<file path="config.mk">
export PLATFORM = sky130hd
export DESIGN_NAME = zbit_unit
export DESIGN_NICKNAME = d
export VERILOG_FILES = /design/src/rtl/zbit_pkg.sv /design/src/rtl/zbit_decode.sv /design/src/rtl/zbit_alu.sv /design/src/rtl/zbit_branch.sv /design/src/rtl/zbit_unit.sv
export SDC_FILE = /design/constraint.sdc
export NUM_CORES = 1
export LEC_CHECK = 0
export BUFFER_PORTS_ARGS = -buffer_cell sky130_fd_sc_hd__buf_2
export CAP_MARGIN = 40
export CORE_UTILIZATION = 50
export CTS_CLUSTER_SIZE = 14
export DETAILED_ROUTE_END_ITERATION = 6
export HOLD_SLACK_MARGIN = 0.12
export PLACE_DENSITY = 0.78
export SKIP_CTS_REPAIR_TIMING = 1
export SYNTH_ARGS = -nofsm -noshare
export SYNTH_HDL_FRONTEND = slang
export SYNTH_SLANG_ARGS = --single-unit
</file>
<file path="constraint.sdc">
create_clock -name clk -period 4.2 [get_ports clk]
set_input_delay 0.21 -clock clk [delete_from_list [all_inputs] [get_ports clk]]
set_output_delay 0.21 -clock clk [all_outputs]
set_load 0.01 [all_outputs]
</file>
<file path="src/rtl/zbit_pkg.sv">
// Shared types and constants for the zero-page bit unit.
// Assumes an 8-bit data path and a 16-bit program counter.
package zbit_pkg;
    localparam int ZB_DW   = 8;
    localparam int ZB_AW   = 16;
    localparam int ZB_OPW  = 8;
    localparam int ZB_ILEN = 3;

    typedef enum logic [2:0] {
        ZB_NONE,
        ZB_CLR,
        ZB_SET,
        ZB_BRCLR,
        ZB_BRSET,
        ZB_TCLR,
        ZB_TSET
    } zb_kind_e;
endpackage

</file>
<file path="src/rtl/zbit_decode.sv">
// Opcode classifier: maps an opcode to an operation kind and a bit index.
// Assumes the bit index sits in opcode bits 6:4 and bit 7 picks polarity.
module zbit_decode
    import zbit_pkg::*;
#(
    parameter int OPW = ZB_OPW,
    parameter int IW  = 3
) (
    input  logic [OPW-1:0] op,
    output zb_kind_e       kind,
    output logic [IW-1:0]  bit_idx
);
    localparam logic [3:0] LO_BIT = 4'h7;
    localparam logic [3:0] LO_BR  = 4'hF;

    logic [3:0] lo;
    logic       pol;

    assign lo      = op[3:0];
    assign pol     = op[7];
    assign bit_idx = op[4 +: IW];

    // Classify the opcode into one of the supported kinds.
    always_comb begin
        kind = ZB_NONE;
        if (lo == LO_BIT) begin
            kind = pol ? ZB_SET : ZB_CLR;
        end else if (lo == LO_BR) begin
            kind = pol ? ZB_BRSET : ZB_BRCLR;
        end else begin
            case (op)
                8'h14, 8'h1C: kind = ZB_TCLR;
                8'h04, 8'h0C: kind = ZB_TSET;
                default:      kind = ZB_NONE;
            endcase
        end
    end
endmodule

</file>
<file path="src/rtl/zbit_alu.sv">
// Data path: builds the write-back byte, flags and the tested bit.
// Assumes the kind and index come from the decoder in the same cycle.
module zbit_alu
    import zbit_pkg::*;
#(
    parameter int DW = ZB_DW,
    parameter int IW = $clog2(DW)
) (
    input  zb_kind_e      kind,
    input  logic [IW-1:0] bit_idx,
    input  logic [DW-1:0] mem,
    input  logic [DW-1:0] acc,
    output logic          wr_en,
    output logic [DW-1:0] wr_data,
    output logic          flag_en,
    output logic          n_flag,
    output logic          v_flag,
    output logic          z_flag,
    output logic          test_bit
);
    logic [DW-1:0] mask;

    // One-hot bit mask from the index, one comparator per bit.
    for (genvar g = 0; g < DW; g++) begin : g_mask
        assign mask[g] = (bit_idx == IW'(g));
    end

    assign test_bit = |(mem & mask);

    // Select the write-back value and the flags for each kind.
    always_comb begin
        wr_en   = 1'b0;
        wr_data = '0;
        flag_en = 1'b0;
        case (kind)
            ZB_CLR:  begin wr_en = 1'b1; wr_data = mem & ~mask; end
            ZB_SET:  begin wr_en = 1'b1; wr_data = mem | mask;  end
            ZB_TCLR: begin wr_en = 1'b1; wr_data = mem & ~acc; flag_en = 1'b1; end
            ZB_TSET: begin wr_en = 1'b1; wr_data = mem | acc;  flag_en = 1'b1; end
            default: begin wr_en = 1'b0; wr_data = '0; end
        endcase
    end

    assign n_flag = flag_en & wr_data[DW-1];
    assign v_flag = flag_en & wr_data[DW-2];
    assign z_flag = flag_en & (wr_data == '0);
endmodule

</file>
<file path="src/rtl/zbit_branch.sv">
// Branch resolver: decides a bit branch and forms its target address.
// Assumes pc is the opcode address and the instruction is ILEN bytes.
module zbit_branch
    import zbit_pkg::*;
#(
    parameter int AW   = ZB_AW,
    parameter int DW   = ZB_DW,
    parameter int ILEN = ZB_ILEN
) (
    input  zb_kind_e      kind,
    input  logic          test_bit,
    input  logic [DW-1:0] disp,
    input  logic [AW-1:0] pc,
    output logic          taken,
    output logic [AW-1:0] target
);
    logic          is_br;
    logic [AW-1:0] next_pc;
    logic [AW-1:0] offs;

    assign is_br   = (kind == ZB_BRCLR) || (kind == ZB_BRSET);
    assign next_pc = pc + AW'(ILEN);
    assign offs    = {{(AW-DW){disp[DW-1]}}, disp};

    // Decide the branch and pick the target.
    always_comb begin
        taken  = 1'b0;
        target = '0;
        if (is_br) begin
            taken  = (kind == ZB_BRSET) ? test_bit : ~test_bit;
            target = taken ? (next_pc + offs) : next_pc;
        end
    end
endmodule

</file>
<file path="src/rtl/zbit_unit.sv">
// Top of the zero-page bit unit: decode, data path, branch, output register.
// Assumes the caller supplies operands in the same cycle as the opcode;
// results appear one clock later. Reset is synchronous, active low.
module zbit_unit
    import zbit_pkg::*;
#(
    parameter int DW = ZB_DW,
    parameter int AW = ZB_AW
) (
    input  logic          clk,
    input  logic          rst_n,
    input  logic [7:0]    op_i,
    input  logic [DW-1:0] mem_i,
    input  logic [DW-1:0] acc_i,
    input  logic [DW-1:0] disp_i,
    input  logic [AW-1:0] pc_i,
    output logic          wr_en_o,
    output logic [DW-1:0] wr_data_o,
    output logic          n_en_o,
    output logic          n_o,
    output logic          v_en_o,
    output logic          v_o,
    output logic          z_en_o,
    output logic          z_o,
    output logic          br_taken_o,
    output logic [AW-1:0] br_target_o
);
    localparam int IW = $clog2(DW);

    zb_kind_e      kind;
    logic [IW-1:0] bit_idx;
    logic          wr_en_c, flag_en_c, n_c, v_c, z_c, test_bit, taken_c;
    logic [DW-1:0] wr_data_c;
    logic [AW-1:0] target_c;

    zbit_decode #(.OPW(8), .IW(IW)) u_dec (
        .op(op_i), .kind(kind), .bit_idx(bit_idx)
    );

    zbit_alu #(.DW(DW), .IW(IW)) u_alu (
        .kind(kind), .bit_idx(bit_idx), .mem(mem_i), .acc(acc_i),
        .wr_en(wr_en_c), .wr_data(wr_data_c), .flag_en(flag_en_c),
        .n_flag(n_c), .v_flag(v_c), .z_flag(z_c), .test_bit(test_bit)
    );

    zbit_branch #(.AW(AW), .DW(DW), .ILEN(ZB_ILEN)) u_br (
        .kind(kind), .test_bit(test_bit), .disp(disp_i), .pc(pc_i),
        .taken(taken_c), .target(target_c)
    );

    // Register all results; clear them under reset.
    always_ff @(posedge clk) begin
        if (!rst_n) begin
            wr_en_o     <= 1'b0;
            wr_data_o   <= '0;
            n_en_o      <= 1'b0;
            n_o         <= 1'b0;
            v_en_o      <= 1'b0;
            v_o         <= 1'b0;
            z_en_o      <= 1'b0;
            z_o         <= 1'b0;
            br_taken_o  <= 1'b0;
            br_target_o <= '0;
        end else begin
            wr_en_o     <= wr_en_c;
            wr_data_o   <= wr_data_c;
            n_en_o      <= flag_en_c;
            n_o         <= n_c;
            v_en_o      <= flag_en_c;
            v_o         <= v_c;
            z_en_o      <= flag_en_c;
            z_o         <= z_c;
            br_taken_o  <= taken_c;
            br_target_o <= target_c;
        end
    end

    AST_BR_NO_WRITE: assert property (@(posedge clk) disable iff (!rst_n)
        br_taken_o |-> (!wr_en_o && !n_en_o && !z_en_o));
    AST_BR_SOURCE: assert property (@(posedge clk) disable iff (!rst_n)
        br_taken_o |-> ($past(op_i[3:0]) == 4'hF));
    AST_WR_SOURCE: assert property (@(posedge clk) disable iff (!rst_n)
        wr_en_o |-> ($past(op_i[3:0]) inside {4'h7, 4'h4, 4'hC}));
    AST_FLAG_NEEDS_WR: assert property (@(posedge clk) disable iff (!rst_n)
        (n_en_o || v_en_o || z_en_o) |-> wr_en_o);
    AST_Z_MATCH: assert property (@(posedge clk) disable iff (!rst_n)
        z_en_o |-> (z_o == (wr_data_o == '0)));
    AST_NV_MATCH: assert property (@(posedge clk) disable iff (!rst_n)
        n_en_o |-> (n_o == wr_data_o[DW-1] && v_o == wr_data_o[DW-2]));
    AST_IDLE_DATA: assert property (@(posedge clk) disable iff (!rst_n)
        !wr_en_o |-> (wr_data_o == '0));
    AST_RESET_CLEAR: assert property (@(posedge clk)
        !$past(rst_n) |-> (!wr_en_o && !br_taken_o && br_target_o == '0));
endmodule

</file>
== After elaboration in Yosys (flattened, before gate mapping) ==
Cells that the tools add are included.

* Equal/unequal tests: 19
* Add/sub/neg operators: 2
* Bitwise operators: 11
* Mux-type cells: 10
* Reduce and logical (&&, ||, !) cells: 9

{| class="wikitable"
|+ Operators with widths
! kind !! number
|-
| $pmux 8 s4 || 1
|-
| $and 8x8->8 || 3
|-
| $eq 3x3->1 const B || 7
|-
| $add 16x16->16 || 1
|-
| $add 16x2->16 const B || 1
|-
| $eq 8x5->1 const B || 2
|-
| $mux 16 || 1
|-
| $not 8->8 || 2
|-
| $or 8x8->8 || 2
|-
| $eq 3x2->1 const B || 4
|-
| $mux 3 || 3
|-
| $eq 8x3->1 const B || 1
|-
| $eq 8x4->1 const B || 1
|-
| $logic_not 8->1 || 1
|-
| $reduce_or 8->1 || 1
|-
| $eq 3x1->1 const B || 2
|-
| $pmux 3 s2 || 1
|-
| $reduce_or 2->1 || 3
|-
| $eq 4x3->1 const B || 1
|-
| $eq 4x4->1 const B || 1
|-
| $reduce_or 4->1 || 1
|-
| $and 1x1->1 || 3
|-
| $logic_not 3->1 || 1
|-
| $mux 1 || 3
|-
| 4 further kinds || 4
|}

* Bits in registers: 30
* Word-level logic and storage cells: 59
* Bits of input ports: 50
* Output and inout bits: 32

== Depth between registers and ports, before layout ==
Gate-level depths: netlist of run 1.

* Depth in word-level cells: 9
* Gate-level depth with buffers: 14

== Hierarchy ==
From an unflattened synthesis of run 1, not the netlist that was laid out.

* Cells, all modules: 353
* Area, all modules: 2826.5 um2

{| class="wikitable"
|+ Modules (own cells, without submodules)
! module !! sequential area each (um2) !! area each (um2) !! instances !! cells each
|-
| zbit_branch || 0.0 || 1296.2 || 1 || 190
|-
| zbit_unit || 600.6 || 827.0 || 1 || 65
|-
| zbit_alu || 0.0 || 605.6 || 1 || 86
|-
| zbit_decode || 0.0 || 97.6 || 1 || 12
|}

== Worst setup path before layout of run 1 ==
Ideal clock, no wire load.

* Path type: input -> register
* Start: input pc_i[0]
* End: register br_target_o[15]
* Stages on the path: 11
* Arrival time: 2928 ps
* Data required time: 4077 ps
* Buffers on the path: 0
* Path slack: 1149 ps
* Cell sequence: inv_1 > ha_1 > nor3b_1 > nand2_1 > xnor2_1 > ha_1 > a2111oi_0 > nor2_1 > o32ai_1 > mux2i_1 > mux2_1

* Cells in the longest elaborated chain, start to end: 3

{| class="wikitable"
|+ RTL lines
! item !! line !! text
|-
| start, declared || zbit_unit.sv:16 || <nowiki>input logic [AW-1:0] pc_i,</nowiki>
|-
| $add 16x2->16 (*) || zbit_branch.sv:22 || <nowiki>assign next_pc = pc + AW'(ILEN);</nowiki>
|-
| $add 16x16->16 || zbit_branch.sv:31 || <nowiki>target = taken ? (next_pc + offs) : next_pc;</nowiki>
|-
| $mux 16 (*) || zbit_branch.sv:31 ||
|-
| end signal, assigned || zbit_unit.sv:74 || <nowiki>br_target_o <= target_c;</nowiki>
|-
| end, declared || zbit_unit.sv:26 || <nowiki>output logic [AW-1:0] br_target_o</nowiki>
|}

Mark *: on every way between the ends. The rest lies on a longest branch, timed or not.
A chain may end at the register's enable or synchronous reset.

== Worst setup path in the final report of run 1 ==
Ends and elaborated chain as after synthesis.

==> results of run 1 <==
## final cells by class
cell class              count  area, µm²
clock buffers               5      68.82
clock inverters             3      40.04
fillers                   475       1894
inverters                  12      45.04
multi-input cells         267       1918
flip-flops and latches     30      600.6
well taps                  70      87.58
repair buffers             83      420.4
## power by group through the flow
stage	combinational (W)	sequential (W)	clock [W]
floorplan	0.000195	0.000296	0
finish	0.000281	0.000288	0.000288
global placement	0.000270	0.000295	0
CTS	0.000277	0.000288	0.000292
detailed placement	0.000274	0.000294	0
global route	0.000310	0.000288	0.000307
## stage by stage
| stage | total power (W) | cells | setup slack [ns] | util, % |
|---|---|---|---|---|
| after CTS | 0.0008577 | 470 | 0.8199 | 62.67 |
| after global routing | 0.0009053 | 470 | 0.6060 | 62.67 |
| after floorplan | 0.0004909 | 322 | 1.149 | - |
| after global placement | 0.0005646 | 462 | 0.6695 | 60.53 |
| after detailed placement | 0.0005684 | 462 | 0.5261 | 60.53 |
| final | 0.0008572 | 470 | 0.7613 | 62.67 |
## routing by layer
| layer | wire length (µm) | track usage (%) |
|---|---|---|
| met5 | 0 | 0 |
| met2 | 3226 | 43.54 |
| met1 | 2936 | 33.66 |
| met4 | 137 | 9.853 |
| met3 | 412 | 3.659 |
## cells in the mapped netlist (3+ instances only)
| library cell | instances |
|---|---|
| a211o_1 | 6 |
| a211oi_1 | 8 |
| a21o_1 | 9 |
| a21oi_1 | 24 |
| a32oi_1 | 4 |
| and2_1 | 4 |
| and3_1 | 4 |
| and3b_1 | 3 |
| buf_2 | 4 |
| buf_4 | 3 |
| clkbuf_1 | 6 |
| dfxtp_1 | 30 |
| ha_1 | 21 |
| inv_1 | 12 |
| mux2i_1 | 11 |
| nand2_1 | 33 |
| nand2b_1 | 3 |
| nand3_1 | 6 |
| nand3b_1 | 6 |
| nand4_1 | 6 |
| nor2_1 | 25 |
| nor3_1 | 9 |
| nor3b_1 | 5 |
| o211ai_1 | 4 |
| o21ai_0 | 11 |
| o21ai_1 | 3 |
| or3_1 | 5 |
| xnor2_1 | 15 |
| xor2_1 | 6 |
## kinds of logic (layout without fill, tap and decap cells)
family	Yosys count	count (layout)	share of synthesized area (%)
adder cells (fa/ha/maj)	22	22	10.76
flip-flops	30	30	22.85
XOR/XNOR	21	21	6.997
multiplexers	15	15	6.759
AND/OR/NAND/NOR	119	119	23.70
AO/OA/AOI/OAI	90	90	24.75
buffers and inverters	25	103	4.188
## worst min path at each step
stage                         from                         to  slack (ns)  cells after the start
after global routing      mem_i[5]    wr_data_o[5]$_SDFF_PN0_        0.28                      3
after CTS                 mem_i[4]    wr_data_o[4]$_SDFF_PN0_        0.25                      3
after global placement    mem_i[4]    wr_data_o[4]$_SDFF_PN0_        0.55                      3
after floorplan           mem_i[4]    wr_data_o[4]$_SDFF_PN0_        0.38                      2
final                      pc_i[6]  br_target_o[6]$_SDFF_PN0_        0.26                      4
after detailed placement  mem_i[4]    wr_data_o[4]$_SDFF_PN0_        0.55                      3
## state kept, by name, summed over array words and instances, names as in the netlist
register     cells
br_taken_o       1
br_target_o     16
n_o              1
v_o              1
wr_data_o        8
wr_en_o          1
z_en_o           1
z_o              1
==> results.md, run 1 <==
- Status: finished clean
- Synth Flop Type: dfxtp_1
- Die ar.: 5552 µm²
- FF+latch count, synth: 30
- Syn Inst Count: between 300 and 400
- RSZ-0062 raised after global routing: false
- Syn avg cell area: approximately 8 µm²
- Core area: around 5100 µm²
- Setup TNS: 0 ns
- Starting Density: about half
- Gate power share: between 30 and 40%
- PwrDens: between 200 and 300 nW/µm²
- TritonCTS buffer count: 5
- Max Fclk: 290.8 MHz
- CP Cell Sequence: buf_2, inv_1, ha_1, nor3b_1, nand2_1, xnor2_1, ha_1, a2111oi_0, nor2_1, o32ai_1, mux2i_1, mux2_1
- Syn Std Cell Area: approximately 2600 µm²
- I/O Pins: just over 80
- Buf/Inv on CP: 2
- Hold/Removal Path Class: in2reg
- CP Capture Type: flop
- Placed Area: ~3100 µm²
- Fin Hold WS: roughly 0.26 ns
- Remaining DRCs: 0
- Synthesized net count: 394
- Switching Share: between 30 and 40%
- Pleak: ~1.5 nW
- Worst rel slew slack: a little under half
- First-pass GRT wire length: approximately 11000 µm
- Via count of the first global-routing pass: ~2500
- Worst path top cell family by delay: compound AO/OA/AOI/OAI gates
- Clock Tree Buf Depth: 2
- Initial antenna violation count: 0
- Inserted Diodes: 0
- Max Slew Vio Count: 0
- Area contributors post-synth: dfxtp_1 (23%), ha_1 (10%), xnor2_1 (5.0%)
- Flop pwr share: between 30% and 40%
- WS Path Type: in2reg
- Yosys warns: 0
- Most frequent cells in the layout: buf_2 (81), nand2_1 (33), dfxtp_1 (30)
- Tightest Pin Transition: approximately 0.78 ns
- CTS root buf: clkbuf_8
- Grt ovf: 0
- CP max stage cell: a2111oi_0
- GPL Wtd Cong: 0.9270
- Area Overhead vs Synth: 20.99%
- CP max FO: 7
- Max VDD drop: about 0.16 mV
- CTS tree: built
- Fin area: 3181 µm²
- Ys async rst share: 0%
- Clk pwr share: around 34%
- Crit path depth: 12
- Detail Placement HPWL: roughly 5200 µm
- Largest stage delay, worst path: between 0.7 and 0.8 ns
- Final setup fails: 0
- Worst Path Arrival: 3.61 ns
- Clk sinks: 30
- Internal: roughly 0.00058 W
- P_sw: approximately 0.00028 W
- DR vias/cell: 5.836
- Chip Width: between 70 and 80 µm
- CP required: approximately 4.4 ns
- Tot GR Track Use: approximately a quarter
- H-tree level count: 2
- Initial drt markers: 171
- Period utilization: 81.87%
- Critical path endpoint: br_target_o[15]$_SDFF_PN0_
- DR WL/cell: ~14 µm
- WL final: between 6000 and 7000 µm
- Yosys top cell by area: dfxtp_1
- Layout net count: roughly 470
- Most frequent CP cell: ha_1
- Die Height: between 70 and 80 µm
- Share of layout cells above drive strength 1: about 25%
- Seq/Total Area, Yosys: approximately 23%
- Startpoint types: input port
- Min Tclk post-route: roughly 3.4 ns
- First drt pass iteration count: 5
- Post-route antenna net violation count: 0
- Largest net degree at the start of global routing: 19
- Post-synth top area share: 22.85%
- Yosys cell types: 55
- EDFF count, synth: 0
- Maxcap violations: 0
- Std-Cell Rows: 26
- Commonest non-fill, non-tap cell in the layout: buf_2
- Worst-path clk slew: 0.07 ns
- PortBufs: 81
- Vias: about 2700
- Critical Path Source: pc_i[0]
- Final-report hold violation count: 0
Power figures use the tool's default switching activity.
==> run 2: changes to the inputs <==
--- a/config.mk
+++ b/config.mk
@@ -7,11 +7,11 @@
 export LEC_CHECK = 0
 export BUFFER_PORTS_ARGS = -buffer_cell sky130_fd_sc_hd__buf_2
 export CAP_MARGIN = 40
-export CORE_UTILIZATION = 50
+export CORE_UTILIZATION = 47
 export CTS_CLUSTER_SIZE = 14
 export DETAILED_ROUTE_END_ITERATION = 6
 export HOLD_SLACK_MARGIN = 0.12
-export PLACE_DENSITY = 0.78
+export PLACE_DENSITY = 0.77
 export SKIP_CTS_REPAIR_TIMING = 1
 export SYNTH_ARGS = -nofsm -noshare
 export SYNTH_HDL_FRONTEND = slang
==> constraint.sdc (replaced) <==
create_clock -name clk -period 3.13 [get_ports clk]
set_input_delay 0.1565 -clock clk [delete_from_list [all_inputs] [get_ports clk]]
set_output_delay 0.1565 -clock clk [all_outputs]
set_load 0.01 [all_outputs]
==> run 2 against run 1 <==
  * Routed wire length is 5.6% higher
  * Worst hold slack lost 0.039 ns
  * Critical path type unchanged
  * Non-clock buffer count grew 19
  * Setup slack worse by 0.52 ns
  * Largest power group is now combinational cells
  * Clock power up 13%
  * Power up 30%
==> results.md, run 2 (synthesis gave the netlist of run 1 again) <==
- Layout net count: 490 (was 471)
- Register Area: 600.6 µm² (unchanged)
- Period utilization: 92.25%
- DR WL/cell: 14.49 µm (was 14.28 µm)
- WL final: 7087 µm (was 6713 µm)
- Inserted Diodes: 0 (unchanged)
- Vias: 2808 (was 2743)
- Post-route antenna net violation count: 0 (unchanged)
- Tightest Pin Transition: 0.6544 ns (was 0.7837 ns)
- Die Height: 76.79 µm (was 74.51 µm)
- Commonest non-fill, non-tap cell in the layout: buf_2 (unchanged)
- Largest register FFs: 16 (unchanged)
- Setup TNS: 0 ns (unchanged)
- Die ar.: 5896 µm² (was 5552 µm²)
- Std-Cell Rows: 26 (unchanged)
- Initial antenna violation count: 0 (unchanged)
- Pleak: 1.559 nW (was 1.475 nW)
- Max Slew Vio Count: 0 (unchanged)
- Detail Placement HPWL: 5587 µm (was 5172 µm)
- Via count of the first global-routing pass: 2642 (was 2488)
- GPL Wtd Cong: 0.9082 (was 0.9270)
- Maxcap violations: 0 (unchanged)
- Final setup fails: 0 (unchanged)
- Area Overhead vs Synth: 25.75% (was 20.99%)
- WS Path Type: in2reg (unchanged)
- Core area: 5238 µm² (was 5075 µm²)
- CTS root buf: clkbuf_8 (unchanged)
- Remaining DRCs: 0 (unchanged)
- Clock Tree Buf Depth: 2 (unchanged)
- PortBufs: 81 (unchanged)
- PwrDens: 338.3 nW/µm² (was 269.5 nW/µm²)
- Status: finished clean (unchanged)
- DR vias/cell: 5.742 (was 5.836)
- TritonCTS buffer count: 5 (unchanged)
- CTS tree: built (unchanged)
- Tot GR Track Use: 24.69% (was 25.95%)
- Flop pwr share: 34.6% (was 33.6%)
- Grt ovf: 0 (unchanged)
- Max Fclk: between 300 and 400 MHz
- Internal: 0.0007451 W (was 0.0005810 W)
- CP Capture Type: flop (unchanged)
- Share of layout cells above drive strength 1: 28.16% (was 25.00%)
- Startpoint types: input port (unchanged)
- First drt pass iteration count: 5 (unchanged)
- Worst path top cell family by delay: compound AO/OA/AOI/OAI gates (unchanged)
- Largest net degree at the start of global routing: 13 (was 19)
- Fin Hold WS: 0.2176 ns (was 0.2567 ns)
- Final-report hold violation count: 0 (unchanged)
- Worst rel slew slack: 55.25% (was 46.40%)
- Initial drt markers: 210 (was 171)
- Clk pwr share: 29.2% (was 33.6%)
- Area of the multi-input gates: 1918 µm² (unchanged)
- Worst-path clk slew: 0.07 ns (about the same)
- Filler cells: 462 (was 475)
- Most frequent cells in the layout: buf_2 (81), nand2_1 (33), dfxtp_1 (30) (unchanged)
- I/O Pins: 82 (unchanged)
- Chip Width: 76.79 µm (was 74.51 µm)
- CP required: 3.30 ns (was 4.38 ns)
- Starting Density: 50.19% (was 51.80%)
- Largest stage delay, worst path: 0.46 ns (was 0.73 ns)
- Min Tclk post-route: approximately 2.9 ns
- Buf/Inv on CP: 4 (was 2)
- RSZ-0062 raised after global routing: false (unchanged)
- Clk sinks: 30 (unchanged)
- CP max FO: 4 (was 7)
- Largest reg by FF count: br_target_o (unchanged)
- Gate power share: 36.2% (was 32.8%)
- Worst Path Arrival: 3.06 ns (was 3.61 ns)
- First-pass GRT wire length: 11890 µm (was 11160 µm)
- Hold/Removal Path Class: in2reg (unchanged)
- Top flop regs: br_target_o: 16 flops, wr_data_o: 8 flops (unchanged)
- CP max stage cell: a2111oi_0 (unchanged)
- Design Power: 0.001118 W (was 0.0008572 W)
- Max VDD drop: 0.1930 mV (was 0.1554 mV)
- Switching Share: 33.37% (was 32.22%)
- P_sw: 0.0003731 W (was 0.0002761 W)
- H-tree level count: 2 (unchanged)
- CP Cell Sequence: buf_2, inv_1, ha_1, nor3b_1, buf_4, nand2_1, xnor2_1, ha_1, a2111oi_0, buf_4, nor2_1, o32ai_1, mux2i_1, mux2_1 (was buf_2, inv_1, ha_1, nor3b_1, nand2_1, xnor2_1, ha_1, a2111oi_0, nor2_1, o32ai_1, mux2i_1, mux2_1)
[run 2: final cells by class]
| cell class | instances | area share [%] |
|---|---|---|
| clock buffers | 7 | 2.612 |
| clock inverters | 1 | 0.1514 |
| inverters | 12 | 1.363 |
| multi-input cells | 267 | 58.02 |
| flip-flops and latches | 30 | 18.17 |
| well taps | 70 | 2.650 |
| repair buffers | 102 | 17.03 |
[run 2: power by group through the flow]
stage / clock [W] / sequential (W) / combinational (W)
after CTS: 0.000329 / 0.000387 / 0.000400
after detailed placement: 0 / 0.000395 / 0.000396
after global routing: 0.000352 / 0.000387 / 0.000444
after floorplan: 0 / 0.000398 / 0.000261
after global placement: 0 / 0.000395 / 0.000389
final: 0.000326 / 0.000387 / 0.000405
[run 2: layer usage]
metal | up-vias | routed length, µm | global-route usage (%)
li1 | 1381 | - | -
met2 | 116 | 3427 | 41.70
met5 | - | 0 | 0
met4 | 0 | 95 | 9.615
met3 | 10 | 422 | 3.571
met1 | 1301 | 3142 | 31.40
[run 2: worst paths after layout]
| path | cells past startpoint | start | to |
|---|---|---|---|
| worst min-delay path | 3 | mem_i[4] | wr_data_o[4]$_SDFF_PN0_ |
| worst max-delay path | 14 | pc_i[0] | br_target_o[15]$_SDFF_PN0_ |
[run 2: per-stage QoR]
| stage | util [%] | setup slack (ns) | cells | cell area (µm²) |
|---|---|---|---|---|
| 3_3_place_gp | 61.37 | 0.1608 | 481 | 3214 |
| 3_5_place_dp | 61.37 | -0.02319 | 481 | 3214 |
| 6_report | 63.12 | 0.2425 | 489 | 3306 |
| 4_1_cts | 63.12 | 0.2546 | 489 | 3306 |
| 5_1_grt | 63.12 | 0.01297 | 489 | 3306 |
| 2_1_floorplan | - | 0.1323 | 322 | 2629 |
